File: config.mk
export PLATFORM = sky130hd
export DESIGN_NAME = systick_timer
export DESIGN_NICKNAME = d
export VERILOG_FILES = /design/src/rtl/systick_pkg.sv /design/src/rtl/systick_datapath.sv /design/src/rtl/systick_ctrl.sv /design/src/rtl/systick_timer.sv
export SDC_FILE = /design/constraint.sdc
export NUM_CORES = 1
export LEC_CHECK = 0
export BUFFER_PORTS_ARGS = -buffer_cell sky130_fd_sc_hd__buf_2
export CAP_MARGIN = 20
export CORE_AREA = 2 2 106 108
export DETAILED_ROUTE_END_ITERATION = 10
export DIE_AREA = 0 0 108 110
export GPL_ROUTABILITY_DRIVEN = 0
export HOLD_SLACK_MARGIN = 0.08
export PLACE_DENSITY = 0.49
export SYNTH_ARGS = -nofsm -noshare
export SYNTH_HDL_FRONTEND = slang
export SYNTH_SLANG_ARGS = --single-unit
File: constraint.sdc
create_clock -name clk -period 3.03 [get_ports clk]
set_clock_uncertainty 0.2 [all_clocks]
set_input_delay 0.303 -clock clk [delete_from_list [all_inputs] [get_ports clk]]
set_output_delay 0.303 -clock clk [all_outputs]
set_load 0.02 [all_outputs]
File: src/rtl/systick_pkg.sv
package systick_pkg;

  typedef enum logic [1:0] {
    SEL_CTRL    = 2'd0,
    SEL_RELOAD  = 2'd1,
    SEL_CURRENT = 2'd2,
    SEL_SPARE   = 2'd3
  } tick_sel_e;

  localparam int RUN_BIT  = 0;
  localparam int IRQ_BIT  = 1;
  localparam int FLAG_BIT = 16;

  typedef struct packed {
    logic advance;
    logic clear;
  } tick_strobe_t;

endpackage

File: src/rtl/systick_datapath.sv
module systick_datapath
  import systick_pkg::*;
#(
  parameter int CNT_W = 24
) (
  input  logic             clk,
  input  logic             rstN,
  input  tick_strobe_t     strobe,
  input  logic [CNT_W-1:0] reloadValue,
  output logic [CNT_W-1:0] curValue,
  output logic             zeroHit
);

  localparam logic [CNT_W-1:0] ONE  = CNT_W'(1);
  localparam logic [CNT_W-1:0] ZERO = '0;

  logic             atZero;
  logic [CNT_W-1:0] nextValue;

  always_comb begin
    atZero    = (curValue == ZERO);
    nextValue = atZero ? reloadValue : (curValue - ONE);
    zeroHit   = strobe.advance && !strobe.clear && (curValue == ONE);
  end

  always_ff @(posedge clk) begin
    if (!rstN) begin
      curValue <= ZERO;
    end else if (strobe.clear) begin
      curValue <= ZERO;
    end else if (strobe.advance) begin
      curValue <= nextValue;
    end
  end

endmodule

File: src/rtl/systick_ctrl.sv
module systick_ctrl
  import systick_pkg::*;
#(
  parameter int CNT_W  = 24,
  parameter int DATA_W = 32
) (
  input  logic              clk,
  input  logic              rstN,
  input  logic              wrEn,
  input  logic              rdEn,
  input  logic [1:0]        addr,
  input  logic [DATA_W-1:0] wrData,
  input  logic              tickEn,
  input  logic              debugHalt,
  input  logic [CNT_W-1:0]  curValue,
  input  logic              zeroHit,
  output tick_strobe_t      strobe,
  output logic [CNT_W-1:0]  reloadValue,
  output logic [DATA_W-1:0] rdData,
  output logic              irqReq,
  output logic              runEn,
  output logic              countFlag
);

  tick_sel_e sel;
  logic      irqEn;
  logic      writeCtrl;
  logic      writeReload;
  logic      writeCurrent;
  logic      readCtrl;
  logic      unusedWrBits;

  assign unusedWrBits = ^wrData[DATA_W-1:CNT_W];

  always_comb begin
    sel            = tick_sel_e'(addr);
    writeCtrl      = wrEn && (sel == SEL_CTRL);
    writeReload    = wrEn && (sel == SEL_RELOAD);
    writeCurrent   = wrEn && (sel == SEL_CURRENT);
    readCtrl       = rdEn && (sel == SEL_CTRL);
    strobe.advance = runEn && tickEn && !debugHalt;
    strobe.clear   = writeCurrent;
  end

  always_ff @(posedge clk) begin
    if (!rstN) begin
      runEn       <= 1'b0;
      irqEn       <= 1'b0;
      reloadValue <= '0;
    end else begin
      if (writeCtrl) begin
        runEn <= wrData[RUN_BIT];
        irqEn <= wrData[IRQ_BIT];
      end
      if (writeReload) begin
        reloadValue <= wrData[CNT_W-1:0];
      end
    end
  end

  always_ff @(posedge clk) begin
    if (!rstN) begin
      countFlag <= 1'b0;
    end else if (zeroHit) begin
      countFlag <= 1'b1;
    end else if (readCtrl || writeCurrent) begin
      countFlag <= 1'b0;
    end
  end

  always_ff @(posedge clk) begin
    if (!rstN) begin
      irqReq <= 1'b0;
    end else begin
      irqReq <= zeroHit && irqEn;
    end
  end

  always_comb begin
    rdData = '0;
    case (sel)
      SEL_CTRL: begin
        rdData[RUN_BIT]  = runEn;
        rdData[IRQ_BIT]  = irqEn;
        rdData[FLAG_BIT] = countFlag;
      end
      SEL_RELOAD:  rdData[CNT_W-1:0] = reloadValue;
      SEL_CURRENT: rdData[CNT_W-1:0] = curValue;
      default:     rdData = '0;
    endcase
  end

endmodule

File: src/rtl/systick_timer.sv
module systick_timer
  import systick_pkg::*;
#(
  parameter int CNT_W  = 24,
  parameter int DATA_W = 32
) (
  input  logic              clk,
  input  logic              rstN,
  input  logic              wrEn,
  input  logic              rdEn,
  input  logic [1:0]        addr,
  input  logic [DATA_W-1:0] wrData,
  output logic [DATA_W-1:0] rdData,
  input  logic              tickEn,
  input  logic              debugHalt,
  output logic              irqReq
);

  tick_strobe_t     strobe;
  logic [CNT_W-1:0] curValue;
  logic [CNT_W-1:0] reloadValue;
  logic             zeroHit;
  logic             runEn;
  logic             countFlag;

  systick_ctrl #(
    .CNT_W (CNT_W),
    .DATA_W(DATA_W)
  ) u_ctrl (
    .clk        (clk),
    .rstN       (rstN),
    .wrEn       (wrEn),
    .rdEn       (rdEn),
    .addr       (addr),
    .wrData     (wrData),
    .tickEn     (tickEn),
    .debugHalt  (debugHalt),
    .curValue   (curValue),
    .zeroHit    (zeroHit),
    .strobe     (strobe),
    .reloadValue(reloadValue),
    .rdData     (rdData),
    .irqReq     (irqReq),
    .runEn      (runEn),
    .countFlag  (countFlag)
  );

  systick_datapath #(
    .CNT_W(CNT_W)
  ) u_datapath (
    .clk        (clk),
    .rstN       (rstN),
    .strobe     (strobe),
    .reloadValue(reloadValue),
    .curValue   (curValue),
    .zeroHit    (zeroHit)
  );

endmodule

==> qor.csv, run 1 <==
metric,value,unit
status,completed,
path_buf_inv,2,
p_leak,0.00153,uW
powerDensity,343,mW/mm^2
die_h,110,um
clk_pin_slew,0.10,ns
vias,3248,
port_buffers,56,
placementRows,38,
layout_commonest_cell,nand2_1,
insertedDiodeCount,0,
max_freq,0.384,GHz
core_area,0.0107,mm^2
drtAntennaViolNets,0,
floorplan.initialDensity,29.7,%
worstReg2RegEnd,u_datapath.curValue[6],
hold_viol,0,
synth_top_cells_by_area,"dfxtp_1 (33%), nand2_1 (8.3%), a21boi_0 (6.4%), a22oi_1 (5.0%), nor2b_1 (4.5%)",
reg2reg_depth,8,
hold_ws,0.101,ns
hold_depth,3,
timing.rr.start,u_datapath.curValue[0],
p_comb_share,15.4,%
cts_setup_buffers,0,
cp_data_required_time,3.05,ns
synth_compound_area_share,23.4,%
synth.avg_cell_area,7.74,um^2
min_period,2.60,ns
p_seq_share,52.7,%
vias_per_cell,5.24,
synth_cell_types,51,
tightest_slew,0.861,ns
slew_headroom,42.5,%
cts_tree,yes,
clkLatencyLatePin,0.32,ns
ys_warn_count,0,
cp-startpoint,u_datapath.curValue[0],
wire_per_inst,15.6,um
cp.arrival,2.62,ns
synth_fa_ha_area_share,2.75,%
dp_hpwl,6880,um
grt_usage,16.9,%
startpoint_type,flop,
finalSetupTns,0,ns
die_w,108,um
drive_gt1_share,18.8,%
crit_chain,"inv_1, ha_1, nor4b_1, nand4_1, nor2_2, buf_4, mux2_2, a32o_1",
cts-resized-gates,0,
slowest_delay,0.39,ns
htreeDepth,2,
layout_common_cells,"nand2_1 (70), buf_2 (56), dfxtp_1 (52)",
clk_path_buf_depth,2,
p_int,977,uW
drcViolationCount,0,
crit_slowest_cell,dfxtp_1,
fp.dieArea,0.0119,mm^2
grt_pass1_vias,3138,
crit_cells,8,
hold_buffers,25,
antenna_found_initial,0,
syn_to_final_growth,22.8,%
synth_top_family_by_area,simple AND/OR/NAND/NOR gates,
hold_path_class,primary input to flop,
critPathTopFamily,simple AND/OR/NAND/NOR gates,
nFillCells,1179,
netlist_instances,411,
grt_pass1_wl,15800,um
initialDrtViolationCount,189,
cp-end-kind,flop,
ir_drop,0.000154,V
crit_path_end,u_datapath.curValue[6],
synth_flop_cell,dfxtp_1,
synthMuxAreaShare,3.30,%
cts_root_buffer,clkbuf_8,
synth-seq-cells,52,
finalMaxSlewViolations,0,
crit_fanout,13,
async_flop_share,0,%
syn_area,0.00318,mm^2
synth_top_area_cell,dfxtp_1,
yosys.area_share.xor_xnor,0,%
grt_overflow,0,
num_io_pins,73,
final-setup-viol-count,0,
ys_seq_area_share,32.7,%
period_share,85.9,%
path_class,flop to flop,
drt_wl_total,9680,um
netSwitchingFraction,27.1,%
fin_nets,526,
grt_max_degree,30,
p_clk_share,31.9,%
p_sw,363,uW
rsz0062_at_grt,no,
synth-simple-area-share,30.0,%
drv_cap,0,
cts_made_buffers,5,
synth_edf_count,0,
drt_first_pass_iters,5,
ff2ff_setup_slack,0.43,ns
synth_top_area_share,32.7,%
clock-sinks,52,
[worst min path at each step]
stage / end / slack, ns / startpoint
finish: u_ctrl.irqEn / 0.10 / wrEn
global route: u_ctrl.irqEn / 0.12 / wrEn
CTS: u_ctrl.irqEn / 0.1 / wrEn
detailed placement: u_ctrl.irqReq / 0.25 / u_ctrl.irqEn
global placement: u_ctrl.irqReq / 0.26 / u_ctrl.irqEn
floorplan: u_ctrl.irqReq / 0.22 / u_ctrl.irqEn
[stage by stage]
stage	setup slack [ns]	std cells	instance area, um^2	util [%]	total power, uW
after floorplan	0.539	418	3210	-	844
after global placement	0.454	587	3570	33.3	904
after detailed placement	0.432	587	3570	33.3	906
after CTS	0.409	620	3910	36.5	1360
after global routing	0.188	620	3910	36.5	1410
final	0.428	620	3910	36.5	1340
[worst register-to-register path: stages, from the launching register on]
cell	delay, ns
dfxtp_1	0.39
inv_1	0.13
ha_1	0.33
nor4b_1	0.27
nand4_1	0.22
nor2_2	0.17
buf_4	0.24
mux2_2	0.36
a32o_1	0.19
[logic make-up after synthesis]
group / after synthesis
AO/OA/AOI/OAI: 104
adder cells (fa/ha/maj): 7
AND/OR/NAND/NOR: 187
other: 1
buffers and inverters: 50
flip-flops: 52
multiplexers: 10
[final cells by class]
type | instances | area [um^2] | area share, %
Multi-Input combinational cell | 316 | 1920 | 49.2
Sequential cell | 52 | 1040 | 26.6
Timing Repair Buffer | 97 | 651 | 16.7
Tap cell | 140 | 175 | 4.48
Clock buffer | 8 | 90.1 | 2.31
Inverter | 7 | 26.3 | 0.672
[power by group through the flow]
stage	logic (uW)	registers, uW	clock network [uW]
6_report	206	706	427
5_1_grt	229	708	469
2_1_floorplan	126	718	0
3_3_place_gp	181	722	0
3_5_place_dp	183	722	0
4_1_cts	208	706	446
[routing by layer]
layer  global-route usage, %  part of all wire, %  vias up
met5                       0                    0        -
met1                    22.2                   47     1539
met4                    5.40                  1.6        0
met3                    2.59                  3.9       11
met2                    28.4                   47       89
li1                        -                    -     1609
[synth_stat cells, types with 3 or more instances]
cell type,count
a21boi_0,27
a21oi_1,7
a222oi_1,3
a22oi_1,21
a31oi_1,12
a32o_1,4
and3_1,4
buf_4,8
buf_6,3
clkbuf_1,29
dfxtp_1,52
ha_1,7
inv_1,7
mux2_2,4
mux2i_1,6
nand2_1,70
nand3_1,20
nand4_1,4
nor2_1,16
nor2b_1,23
nor3_1,16
nor4_1,5
o21ai_0,10
o22ai_1,6
o31ai_1,3
o41ai_1,3
or3_1,9
or4_1,3
[registers in the layout (all words and copies together), names as in the netlist]
name	count
u_ctrl.irqReq	1
u_ctrl.irqEn	1
u_datapath.curValue	24
u_ctrl.reloadValue	24
u_ctrl.runEn	1
u_ctrl.countFlag	1
Note: power is estimated with default switching activity, not from simulation.
==> run 2, diff against run 1 <==
PLACE_DENSITY = 0.51   (was 0.49)
TNS_END_PERCENT = 1   (was unset)
clock period = 2.2 ns   (was 3.03 ns; I/O delays follow)
==> qor.csv, run 2 (same netlist as run 1, synthesis figures left out) <==
metric,value,unit,change
status,"finished, violations left",,was completed
violations,negative setup slack,,
layout_commonest_cell,nand2_1,,unchanged
min_period,2.40,ns,was 2.60 ns
die_w,108,um,unchanged
drt_first_pass_iters,5,,unchanged
p_sw,533,uW,was 363 uW
powerDensity,442,mW/mm^2,was 343 mW/mm^2
dp_hpwl,8110,um,was 6880 um
timing.rr.start,u_datapath.curValue[5],,was u_datapath.curValue[0]
insertedDiodeCount,0,,unchanged
grt_max_degree,28,,was 30
p_seq_share,48.9,%,was 52.7%
p_leak,0.00188,uW,was 0.00153 uW
hold_end,u_datapath.curValue[1],,was u_ctrl.irqEn
period_share,109,%,was 85.9%
core_area,0.0107,mm^2,unchanged
cp-end-kind,flop,,unchanged
cts_made_buffers,5,,unchanged
fin_nets,582,,was 526
grt_pass1_wl,18000,um,was 15800 um
finalSetupTns,-1.32,ns,was 0 ns
biggestRegsByFlops,"u_ctrl.reloadValue x24, u_datapath.curValue x24",,unchanged
vias,3491,,was 3248
drv_cap,0,,unchanged
hold_viol,0,,unchanged
finalMaxSlewViolations,0,,unchanged
dp_slack,-0.290,ns,was 0.432 ns
antenna_found_initial,0,,unchanged
grt_pass1_vias,3512,,was 3138
worstReg2RegEnd,u_datapath.curValue[17],,was u_datapath.curValue[6]
vias_per_cell,5.16,,was 5.24
hold_path_class,primary input to flop,,unchanged
placementRows,38,,unchanged
drive_gt1_share,31.2,%,was 18.8%
seqCellArea,0.00104,mm^2,about the same
clkLatencyLatePin,0.31,ns,was 0.32 ns
layoutNonFillerInstCount,676,,was 620
grt_overflow,0,,unchanged
num_io_pins,73,,unchanged
cts_tree,yes,,unchanged
power,2000,uW,was 1340 uW
htreeDepth,2,,unchanged
p_clk_share,34.7,%,was 31.9%
drt_wl_total,10900,um,was 9680 um
startpoint_type,flop,,unchanged
die_h,110,um,unchanged
crit_fanout,10,,was 13
port_buffers,56,,unchanged
clk_path_buf_depth,2,,unchanged
ff2ff_setup_slack,-0.20,ns,was 0.43 ns
cp_data_required_time,2.21,ns,was 3.05 ns
wire_per_inst,16.1,um,was 15.6 um
multi_input_area,0.00205,mm^2,was 0.00192 mm^2
final-setup-viol-count,14,,was 0
cp.arrival,2.41,ns,was 2.62 ns
cts_root_buffer,clkbuf_8,,unchanged
clk_pin_slew,0.10,ns,about the same
rsz0062_at_grt,yes,,was no
hold_ws,0.252,ns,was 0.101 ns
grt_usage,19.1,%,was 16.9%
cts_setup_buffers,0,,unchanged
hold_depth,4,,was 3
p_int,1460,uW,was 977 uW
fp.dieArea,0.0119,mm^2,unchanged
reg2reg_depth,5,,was 8
initialDrtViolationCount,241,,was 189
layout_setup_ws,-0.202,ns,was 0.428 ns
floorplan.initialDensity,29.7,%,unchanged
p_comb_share,16.5,%,was 15.4%
nFillCells,1094,,was 1179
ir_drop,0.000269,V,was 0.000154 V
syn_to_final_growth,41.8,%,was 22.8%
min_from,debugHalt,,was wrEn
max_freq,0.416,GHz,was 0.384 GHz
drtAntennaViolNets,0,,unchanged
layout_common_cells,"nand2_1 (70), buf_4 (67), buf_2 (56)",,"was nand2_1 (70), buf_2 (56), dfxtp_1 (52)"
clock-sinks,52,,unchanged
drcViolationCount,0,,unchanged
netSwitchingFraction,26.7,%,was 27.1%
path_class,flop to flop,,unchanged
dp_cells,641,,was 587
==> run 2: how the worst max path moves through the flow <==
stage,cells past startpoint,to,from
finish,5,u_datapath.curValue[17],u_datapath.curValue[5]
global route,5,u_datapath.curValue[19],u_datapath.curValue[5]
CTS,5,u_datapath.curValue[17],u_datapath.curValue[5]
detailed placement,8,u_datapath.curValue[20],u_datapath.curValue[0]
global placement,8,u_datapath.curValue[20],u_datapath.curValue[0]
floorplan,8,u_datapath.curValue[21],u_datapath.curValue[5]
==> run 2: metrics by stage <==
step | utilization [%] | instance area [um^2]
after global routing | 42.2 | 4510
final | 42.2 | 4510
after CTS | 41.5 | 4440
after floorplan | - | 3220
after global placement | 37.4 | 4000
after detailed placement | 37.4 | 4000
==> run 2: metal layers <==
layer / global-route usage [%] / share of wire, %
met1: 26.2 / 47
met2: 32.7 / 48
met3: 2.00 / 3.8
met4: 4.03 / 0.75
met5: 0 / 0
==> run 2: timing repair <==
item | CTS | global route
resized for setup | 10 | 17
pin swaps | 2 | 4
setup endpoints to repair | 20 | 24
cloned | 0 | 0
hold buffers | 27 | 0
endpoints found under the hold margin | 27 | 0
==> run 2: final cells by class <==
cell class	count	share of cell area (%)
Inverter	7	0.583
Clock inverter	3	1.03
Tap cell	140	3.88
Sequential cell	52	23.1
Multi-Input combinational cell	316	45.5
Timing Repair Buffer	153	24.3
Clock buffer	5	1.53
==> run 2: power by group through the flow <==
| stage | registers (uW) | logic, uW | clock network [uW] |
|---|---|---|---|
| floorplan | 989 | 174 | 0 |
| global placement | 996 | 279 | 0 |
| detailed placement | 996 | 281 | 0 |
| CTS | 974 | 321 | 709 |
| global route | 977 | 359 | 749 |
| finish | 975 | 329 | 692 |
==> run 2: worst max-delay path, stage by stage, from the launching register on <==
cell and delay (ns):
dfxtp_2 0.33, or4_4 0.58, or4_4 0.53, or4_1 0.46, a21oi_2 0.13, o22ai_1 0.07
